--- src/rtl/hbp_pkg.sv ---
package hbp_pkg;
  // Status byte layout decoded by host software; positions are fixed.
  localparam int unsigned TE_POS = 7;
  localparam int unsigned RF_POS = 6;

  typedef enum logic {
    SEL_DATA = 1'b0,
    SEL_CTRL = 1'b1
  } hbp_sel_e;

  typedef struct packed {
    logic     wr_done;
    logic     rd_done;
    hbp_sel_e sel;
  } hbp_evt_t;
endpackage

--- src/rtl/hbp_sync.sv ---
module hbp_sync #(
  parameter int unsigned W      = 1,
  parameter int unsigned STAGES = 2,
  parameter logic [W-1:0] RST_VAL = '0
) (
  input  logic         clk,
  input  logic         rst_n,
  input  logic [W-1:0] d,
  output logic [W-1:0] q
);
  logic [W-1:0] chain [STAGES];

  genvar g;
  generate
    for (g = 0; g < STAGES; g++) begin : g_stage
      if (g == 0) begin : g_first
        always_ff @(posedge clk or negedge rst_n) begin
          if (!rst_n) chain[g] <= RST_VAL;
          else        chain[g] <= d;
        end
      end else begin : g_next
        always_ff @(posedge clk or negedge rst_n) begin
          if (!rst_n) chain[g] <= RST_VAL;
          else        chain[g] <= chain[g-1];
        end
      end
    end
  endgenerate

  assign q = chain[STAGES-1];
endmodule

--- src/rtl/hbp_strobe_decode.sv ---
module hbp_strobe_decode
  import hbp_pkg::*;
#(
  parameter int unsigned DATA_W      = 8,
  parameter int unsigned SYNC_STAGES = 2
) (
  input  logic              clk,
  input  logic              rst_n,
  input  logic              cs_n,
  input  logic              rd_n,
  input  logic              wr_n,
  input  logic              addr,
  input  logic [DATA_W-1:0] din,
  output hbp_evt_t          evt,
  output logic [DATA_W-1:0] wr_byte
);
  localparam int unsigned VW = DATA_W + 4;
  localparam logic [VW-1:0] IDLE = {1'b0, 1'b1, 1'b1, 1'b1, {DATA_W{1'b0}}};

  logic [VW-1:0] raw_v, syn_v, prv_v;

  assign raw_v = {addr, wr_n, rd_n, cs_n, din};

  hbp_sync #(.W(VW), .STAGES(SYNC_STAGES), .RST_VAL(IDLE)) u_sync (
    .clk  (clk),
    .rst_n(rst_n),
    .d    (raw_v),
    .q    (syn_v)
  );

  // One more stage: the values seen while the strobe was still low.
  always_ff @(posedge clk or negedge rst_n) begin
    if (!rst_n) prv_v <= IDLE;
    else        prv_v <= syn_v;
  end

  logic s_wr, s_rd, p_addr, p_wr, p_rd, p_cs;
  assign s_wr   = syn_v[DATA_W+2];
  assign s_rd   = syn_v[DATA_W+1];
  assign p_addr = prv_v[DATA_W+3];
  assign p_wr   = prv_v[DATA_W+2];
  assign p_rd   = prv_v[DATA_W+1];
  assign p_cs   = prv_v[DATA_W];

  always_comb begin
    evt.wr_done = s_wr & ~p_wr & ~p_cs;
    evt.rd_done = s_rd & ~p_rd & ~p_cs;
    evt.sel     = hbp_sel_e'(p_addr);
  end

  assign wr_byte = prv_v[DATA_W-1:0];
endmodule

--- src/rtl/hbp_rx_hold.sv ---
module hbp_rx_hold
  import hbp_pkg::*;
#(
  parameter int unsigned DATA_W = 8
) (
  input  logic              clk,
  input  logic              rst_n,
  input  logic              wr_done,
  input  hbp_sel_e          sel,
  input  logic [DATA_W-1:0] wr_byte,
  input  logic              rx_ready,
  output logic              rx_valid,
  output logic [DATA_W-1:0] rx_data,
  output logic              rx_is_ctrl
);
  logic              full;
  logic [DATA_W-1:0] hold;
  logic              ctrl;

  always_ff @(posedge clk or negedge rst_n) begin
    if (!rst_n) begin
      full <= 1'b0;
      hold <= '0;
      ctrl <= 1'b0;
    end else if (wr_done && !full) begin
      full <= 1'b1;
      hold <= wr_byte;
      ctrl <= (sel == SEL_CTRL);
    end else if (full && rx_ready) begin
      full <= 1'b0;
    end
  end

  assign rx_valid   = full;
  assign rx_data    = hold;
  assign rx_is_ctrl = ctrl;

  // pending byte is held steady under back-pressure
  p_rx_hold_r6: assert property (@(posedge clk) disable iff (!rst_n)
    (rx_valid && !rx_ready) |=> (rx_valid && $stable(rx_data) && $stable(rx_is_ctrl)));

  // an accepted host write makes a byte pending
  p_rx_load_r7: assert property (@(posedge clk) disable iff (!rst_n)
    (wr_done && !rx_valid) |=> rx_valid);

  // a consumed byte with no new write leaves the stream idle
  p_rx_drain_r8: assert property (@(posedge clk) disable iff (!rst_n)
    (rx_valid && rx_ready) |=> !rx_valid);
endmodule

--- src/rtl/hbp_tx_hold.sv ---
module hbp_tx_hold #(
  parameter int unsigned DATA_W = 8
) (
  input  logic              clk,
  input  logic              rst_n,
  input  logic              tx_valid,
  input  logic [DATA_W-1:0] tx_data,
  input  logic              host_took,
  output logic              tx_ready,
  output logic              empty,
  output logic [DATA_W-1:0] hold
);
  logic te;

  always_ff @(posedge clk or negedge rst_n) begin
    if (!rst_n) begin
      te   <= 1'b1;
      hold <= '0;
    end else if (tx_valid && te) begin
      te   <= 1'b0;
      hold <= tx_data;
    end else if (host_took) begin
      te <= 1'b1;
    end
  end

  assign empty    = te;
  assign tx_ready = te;

  // a byte awaiting the host is never replaced
  p_no_overwrite_r9: assert property (@(posedge clk) disable iff (!rst_n)
    !empty |=> $stable(hold));
endmodule

--- src/rtl/host_byte_port.sv ---
module host_byte_port
  import hbp_pkg::*;
#(
  parameter int unsigned DATA_W      = 8,
  parameter int unsigned SYNC_STAGES = 2
) (
  input  logic              clk,
  input  logic              rst_n,
  input  logic              hst_cs_n,
  input  logic              hst_rd_n,
  input  logic              hst_wr_n,
  input  logic              hst_addr,
  input  logic [DATA_W-1:0] hst_din,
  output logic [DATA_W-1:0] hst_dout,
  output logic              hst_doe,
  output logic              hst_irq,
  output logic              rx_valid,
  input  logic              rx_ready,
  output logic [DATA_W-1:0] rx_data,
  output logic              rx_is_ctrl,
  input  logic              tx_valid,
  output logic              tx_ready,
  input  logic [DATA_W-1:0] tx_data
);
  hbp_evt_t          evt;
  logic [DATA_W-1:0] wr_byte;
  logic [DATA_W-1:0] tx_hold;
  logic              te;
  logic              host_took;
  logic [DATA_W-1:0] status;

  hbp_strobe_decode #(.DATA_W(DATA_W), .SYNC_STAGES(SYNC_STAGES)) u_dec (
    .clk    (clk),
    .rst_n  (rst_n),
    .cs_n   (hst_cs_n),
    .rd_n   (hst_rd_n),
    .wr_n   (hst_wr_n),
    .addr   (hst_addr),
    .din    (hst_din),
    .evt    (evt),
    .wr_byte(wr_byte)
  );

  hbp_rx_hold #(.DATA_W(DATA_W)) u_rx (
    .clk       (clk),
    .rst_n     (rst_n),
    .wr_done   (evt.wr_done),
    .sel       (evt.sel),
    .wr_byte   (wr_byte),
    .rx_ready  (rx_ready),
    .rx_valid  (rx_valid),
    .rx_data   (rx_data),
    .rx_is_ctrl(rx_is_ctrl)
  );

  assign host_took = evt.rd_done && (evt.sel == SEL_DATA);

  hbp_tx_hold #(.DATA_W(DATA_W)) u_tx (
    .clk      (clk),
    .rst_n    (rst_n),
    .tx_valid (tx_valid),
    .tx_data  (tx_data),
    .host_took(host_took),
    .tx_ready (tx_ready),
    .empty    (te),
    .hold     (tx_hold)
  );

  always_comb begin
    status         = '0;
    status[TE_POS] = te;
    status[RF_POS] = rx_valid;
  end

  assign hst_irq  = ~te;
  assign hst_doe  = ~hst_cs_n & ~hst_rd_n;
  assign hst_dout = hst_addr ? status : tx_hold;

  // loading an outbound byte raises the interrupt
  p_irq_on_load_r4: assert property (@(posedge clk) disable iff (!rst_n)
    (tx_valid && tx_ready) |=> hst_irq);

  // host data read drops the interrupt
  p_irq_clear_r5: assert property (@(posedge clk) disable iff (!rst_n)
    (host_took && !tx_ready) |=> !hst_irq);
endmodule

--- config.mk ---
export PLATFORM = sky130hd
export DESIGN_NAME = host_byte_port
export DESIGN_NICKNAME = d
export VERILOG_FILES = /design/src/rtl/hbp_pkg.sv /design/src/rtl/hbp_sync.sv /design/src/rtl/hbp_strobe_decode.sv /design/src/rtl/hbp_rx_hold.sv /design/src/rtl/hbp_tx_hold.sv /design/src/rtl/host_byte_port.sv
export SDC_FILE = /design/constraint.sdc
export NUM_CORES = 1
export LEC_CHECK = 0
export BUFFER_PORTS_ARGS = -buffer_cell sky130_fd_sc_hd__buf_2
export CORE_ASPECT_RATIO = 1.2
export CORE_UTILIZATION = 45
export CTS_BUF_LIST = sky130_fd_sc_hd__clkbuf_16
export DETAILED_ROUTE_END_ITERATION = 7
export GPL_ROUTABILITY_DRIVEN = 0
export HOLD_SLACK_MARGIN = 0.02
export PLACE_DENSITY = 0.71
export SYNTH_ARGS = -nofsm -noshare
export SYNTH_HDL_FRONTEND = slang
export SYNTH_SLANG_ARGS = --single-unit
--- constraint.sdc ---
create_clock -name clk -period 1.5 [get_ports clk]
set_clock_uncertainty 0.1 [all_clocks]
set_input_delay 0.225 -clock clk [delete_from_list [all_inputs] [get_ports clk]]
set_output_delay 0.225 -clock clk [all_outputs]
set_load 0.005 [all_outputs]
# == Yosys cells after proc, flatten, opt, wreduce, memory -nomap -nowiden ==
# Cells that the tools add are included.
# word_totals
out_inout_bits,21
regBits,55
inputBits,24
elab_cells,32
# op_classes
reduce_logical,7
muxes,5
bitwise,12
# op_table
op,count
two-way mux 8 bit,1
inverter 1 bit,7
bitwise AND 1 bit,5
logical AND 1 bit,4
two-way mux 1 bit,4
nonzero test 2 bit,2
zero test 1 bit,1

# == Longest topological paths before layout ==
# depth
depth_word,6
depth_mapped,3

# == Modules after synthesis ==
# From an unflattened synthesis, not the netlist that was laid out.
# hier_totals
cells_unflattened,114
hier_area_um2,1946.9
# by_module_without_submodules
mod,instances,cells_each,seq_area_each_um2,area_each_um2
hbp_sync,1,36,608.1,698.2
hbp_rx_hold,1,23,250.2,414.1
hbp_strobe_decode,1,23,304.0,396.6
hbp_tx_hold,1,21,226.5,349.1
host_byte_port,1,11,0.0,88.8

# == Worst setup path after synthesis ==
# No wires, ideal clock.
# synth_timing
kind,register -> register
startpoint,"register u_dec.u_sync.chain, in the netlist u_dec.u_sync.q[10]"
endpoint,register u_rx.hold[0] (netlist: u_rx.rx_data[0])
period_less_slack_ns,1.419
path_stages_with_launch,4
setup_ns,0.125
arrival_ns,1.195
t_required_ns,1.275
slack_ns,0.081
cell_sequence,dfstp_2 > nor4b_2 > buf_6 > mux2_2
# synth_between
elab_chain_cells,3
# synth_lines
item,line,rtl
start: declaration,hbp_sync.sv:11,logic [W-1:0] chain [STAGES];
start signal: indexed assignment,hbp_sync.sv:24,else chain[g] <= chain[g-1];
bitwise AND 1 bit (2 in series),hbp_strobe_decode.sv:46,evt.wr_done = s_wr & ~p_wr & ~p_cs;
logical AND 1 bit,hbp_rx_hold.sv:25,end else if (wr_done && !full) begin
end signal: assignment,hbp_rx_hold.sv:27,hold <= wr_byte;
end: declaration,hbp_rx_hold.sv:17,logic [DATA_W-1:0] hold;
# Every way passes these cells.
# A chain may end at the register's enable or synchronous reset.

# == Worst setup path in the final report ==
# layout_timing
startpoint,"register u_dec.u_sync.chain, in the netlist u_dec.u_sync.q[10]"
endpoint,register u_rx.hold[7] (netlist: u_rx.rx_data[7])
# Same word-level chain as after synthesis.

==> run metrics <==
Synth Area in Compound Gates less than 1%; DP Area 2010 µm²; CP startpoint kind flop; synth warn 0; clock power share between 30% and 40%; combinational power share 13.2%; f_max ~650 MHz; Root Buffer clkbuf_16; Finish-stage setup viols 9; Worst IR Drop VDD about 1100 µV; vias per inst around 4.5; Routed Antenna Nets 0; routed wirelength normalized by instance count 13.0 µm; pins over their slew limit 0; layout cells sized above 1 between 50% and 60%; Filler cells 267; core area ~3600 µm²; Slew headroom around 77%; Post-Synthesis Cell Area approximately 1700 µm²; switching power 0.000689 W; later-pin clock latency in the skew report 280 ps; GRT Overall Usage 15.7%; flip-flop and latch count after synthesis 55; crit end category flop; syn avg cell area approximately 19 µm²; Initial Util ~47%; worst setup margin -47.9 ps; post-layout instance area between 2000 and 2500 µm²; Post-Place Cells between 150 and 200; Data required, critical path roughly 1600 ps; sequential power share 54.3%; Ports between 40 and 50; TritonCTS buffer count 5; die area about 4000 µm²; PD cells 1390 nW/µm²; Congestion Overflow GR 0; violation count after the first detailed-route iteration 33; clk sinks 55; final period utilization 103%; htree depth 2; adder-cell share of the synthesized area 0%; nets 180; RSZ-0062 raised after global routing yes; simple-gate share of the synthesized area a little over 4%; Chip Height between 60 and 70 µm; Max Buffers Root-to-Sink 2; first-pass GRT wire length 4540 µm; mux cell area share after synthesis between 10% and 20%; hpwl dp 1710 µm; Post-Synth XOR/XNOR Area 0%; DRT Pass-1 Iters 4; minimum clock period ~1500 ps; Fin Setup TNS -269 ps; sw frac 21.3%; largest family of logic cells by synthesized area multiplexers; max cap viols 0; pin count of the biggest net entering global routing 56; WP data arrival between 1500 and 2000 ps; worst-margin pin slew 338 ps; P_int between 0.002 and 0.003 W; status complete, but fails checks; clock-pin slew on the worst setup and hold paths roughly 60 ps; CP max FO 5; Cell variety after synth 12; DR vias 946; width of the die 58.2 µm; Post-Synthesis Cells 89; I/O Buffers 44; critical path class flop to flop; initial antenna violation count 0; final hold vios 0; Leakage between 1 and 1.5 nW; failing checks setup timing; vias in the first global route about 1000; syn nets roughly 110; ANT cells 0; routed wire length 2720 µm; Non-Filler Instances between 200 and 250; num rows 24; number of remaining DRC errors 0; min-delay worst type input port to flop; register area share after synthesis 81.4%; area delta synth->final 37.0%; CTS tree done
## per-stage QoR
step	power (W)	utilization [%]	setup WS [ps]	hold WS (ps)
3_3_place_gp	0.00211	55.3	60.5	125
3_5_place_dp	0.00215	55.3	-0.548	138
6_report	0.00324	64.3	-47.9	64.0
5_1_grt	0.00340	64.3	-90.3	61.7
2_1_floorplan	0.00193	-	80.7	-171
4_1_cts	0.00323	63.1	4.38	62.2
## layer usage
layer | routed length, µm | share of wire [%] | global-route usage [%] | up-vias
met1 | 1090 | 40 | 18.5 | 487
met2 | 1470 | 54 | 24.9 | 26
met5 | 0 | 0 | 0 | -
met4 | 53 | 2.0 | 9.52 | 0
li1 | - | - | - | 428
met3 | 95 | 3.5 | 4.66 | 5
## cells by family after synthesis
family                 after synthesis
AOI/OAI and AO/OA                    2
and+or+nand+nor                     10
DFF                                 55
buffers and inverters                3
muxes                               19
## final timing paths
kind | cells after the start | slack [ps] | endpoint | startpoint
min in group asynchronous | 3 | 370 | u_rx.rx_is_ctrl | rst_n
hold / removal | 1 | 60 | u_dec.u_sync.chain[23] | hst_addr
setup reg to reg | 3 | -50 | u_rx.rx_data[7] | u_dec.u_sync.q[10]
max in group asynchronous | 3 | 650 | u_dec.u_sync.chain[20] | rst_n
setup / recovery | 3 | -50 | u_rx.rx_data[7] | u_dec.u_sync.q[10]
hold reg to reg | 0 | 250 | u_dec.u_sync.q[4] | u_dec.u_sync.chain[16]
## critical path, stage by stage (launching register included)
cell and delay [ps]:
dfstp_2 540, nor4b_4 270, buf_4 220, mux2_4 300
## cell usage after synthesis
cell	n	area [µm²]
buf_6	1	11.3
inv_1	2	7.51
dfstp_2	10	263
mux2_2	19	214
or4b_1	1	10.0
nand2_1	1	3.75
nor2b_1	6	37.5
nor4b_2	1	15.0
a21o_2	1	8.76
o22ai_1	1	6.26
dfrtp_1	45	1130
nor2_1	1	3.75
## final cells by class
| cell class | instances | area [µm²] | share of cell area (%) |
|---|---|---|---|
| Clock buffer | 5 | 125 | 5.35 |
| Clock inverter | 3 | 11.3 | 0.482 |
| Inverter | 2 | 7.51 | 0.321 |
| Multi-Input combinational cell | 31 | 342 | 14.6 |
| Sequential cell | 55 | 1390 | 59.5 |
| Tap cell | 52 | 65.1 | 2.78 |
| Timing Repair Buffer | 61 | 397 | 17.0 |
## state kept, by name (all words and copies together) (netlist names)
| signal | count |
|---|---|
| u_dec.prv_v | 12 |
| u_dec.u_sync.chain | 12 |
| u_dec.u_sync.q | 12 |
| u_rx.rx_data | 8 |
| u_rx.rx_is_ctrl | 1 |
| u_rx.rx_valid | 1 |
| u_tx.empty | 1 |
| u_tx.hold | 8 |
## placed cells by master (no fill, tap or decap), types with 2 or more instances in the layout
| cell | netlist | layout |
|---|---|---|
| clkinv_1 | 0 | 2 |
| dfstp_2 | 10 | 10 |
| buf_4 | 0 | 2 |
| inv_1 | 2 | 3 |
| mux2_2 | 19 | 10 |
| dfrtp_1 | 45 | 44 |
| dlygate4sd3_1 | 0 | 13 |
| mux2_4 | 0 | 9 |
| clkbuf_16 | 0 | 5 |
| nor2b_1 | 6 | 6 |
| buf_2 | 0 | 44 |
## repair_timing
| action | CTS | global route |
|---|---|---|
| setup buffers | 0 | 1 |
| setup endpoints to repair | 4 | 10 |
| endpoints found under the hold margin | 57 | 0 |
| resized for setup | 3 | 11 |
| pin swaps | 0 | 0 |
| gates cloned | 1 | 0 |
| hold buffers | 13 | 0 |
## power by group through the flow
| stage | sequential (W) | clock (W) | combinational, W |
|---|---|---|---|
| global placement | 0.00176 | 0 | 0.000350 |
| global route | 0.00178 | 0.00116 | 0.000464 |
| floorplan | 0.00176 | 0 | 0.000173 |
| CTS | 0.00175 | 0.00108 | 0.000399 |
| finish | 0.00176 | 0.00106 | 0.000427 |
| detailed placement | 0.00178 | 0 | 0.000369 |
No activity file was read; power rests on OpenSTA's default activity.
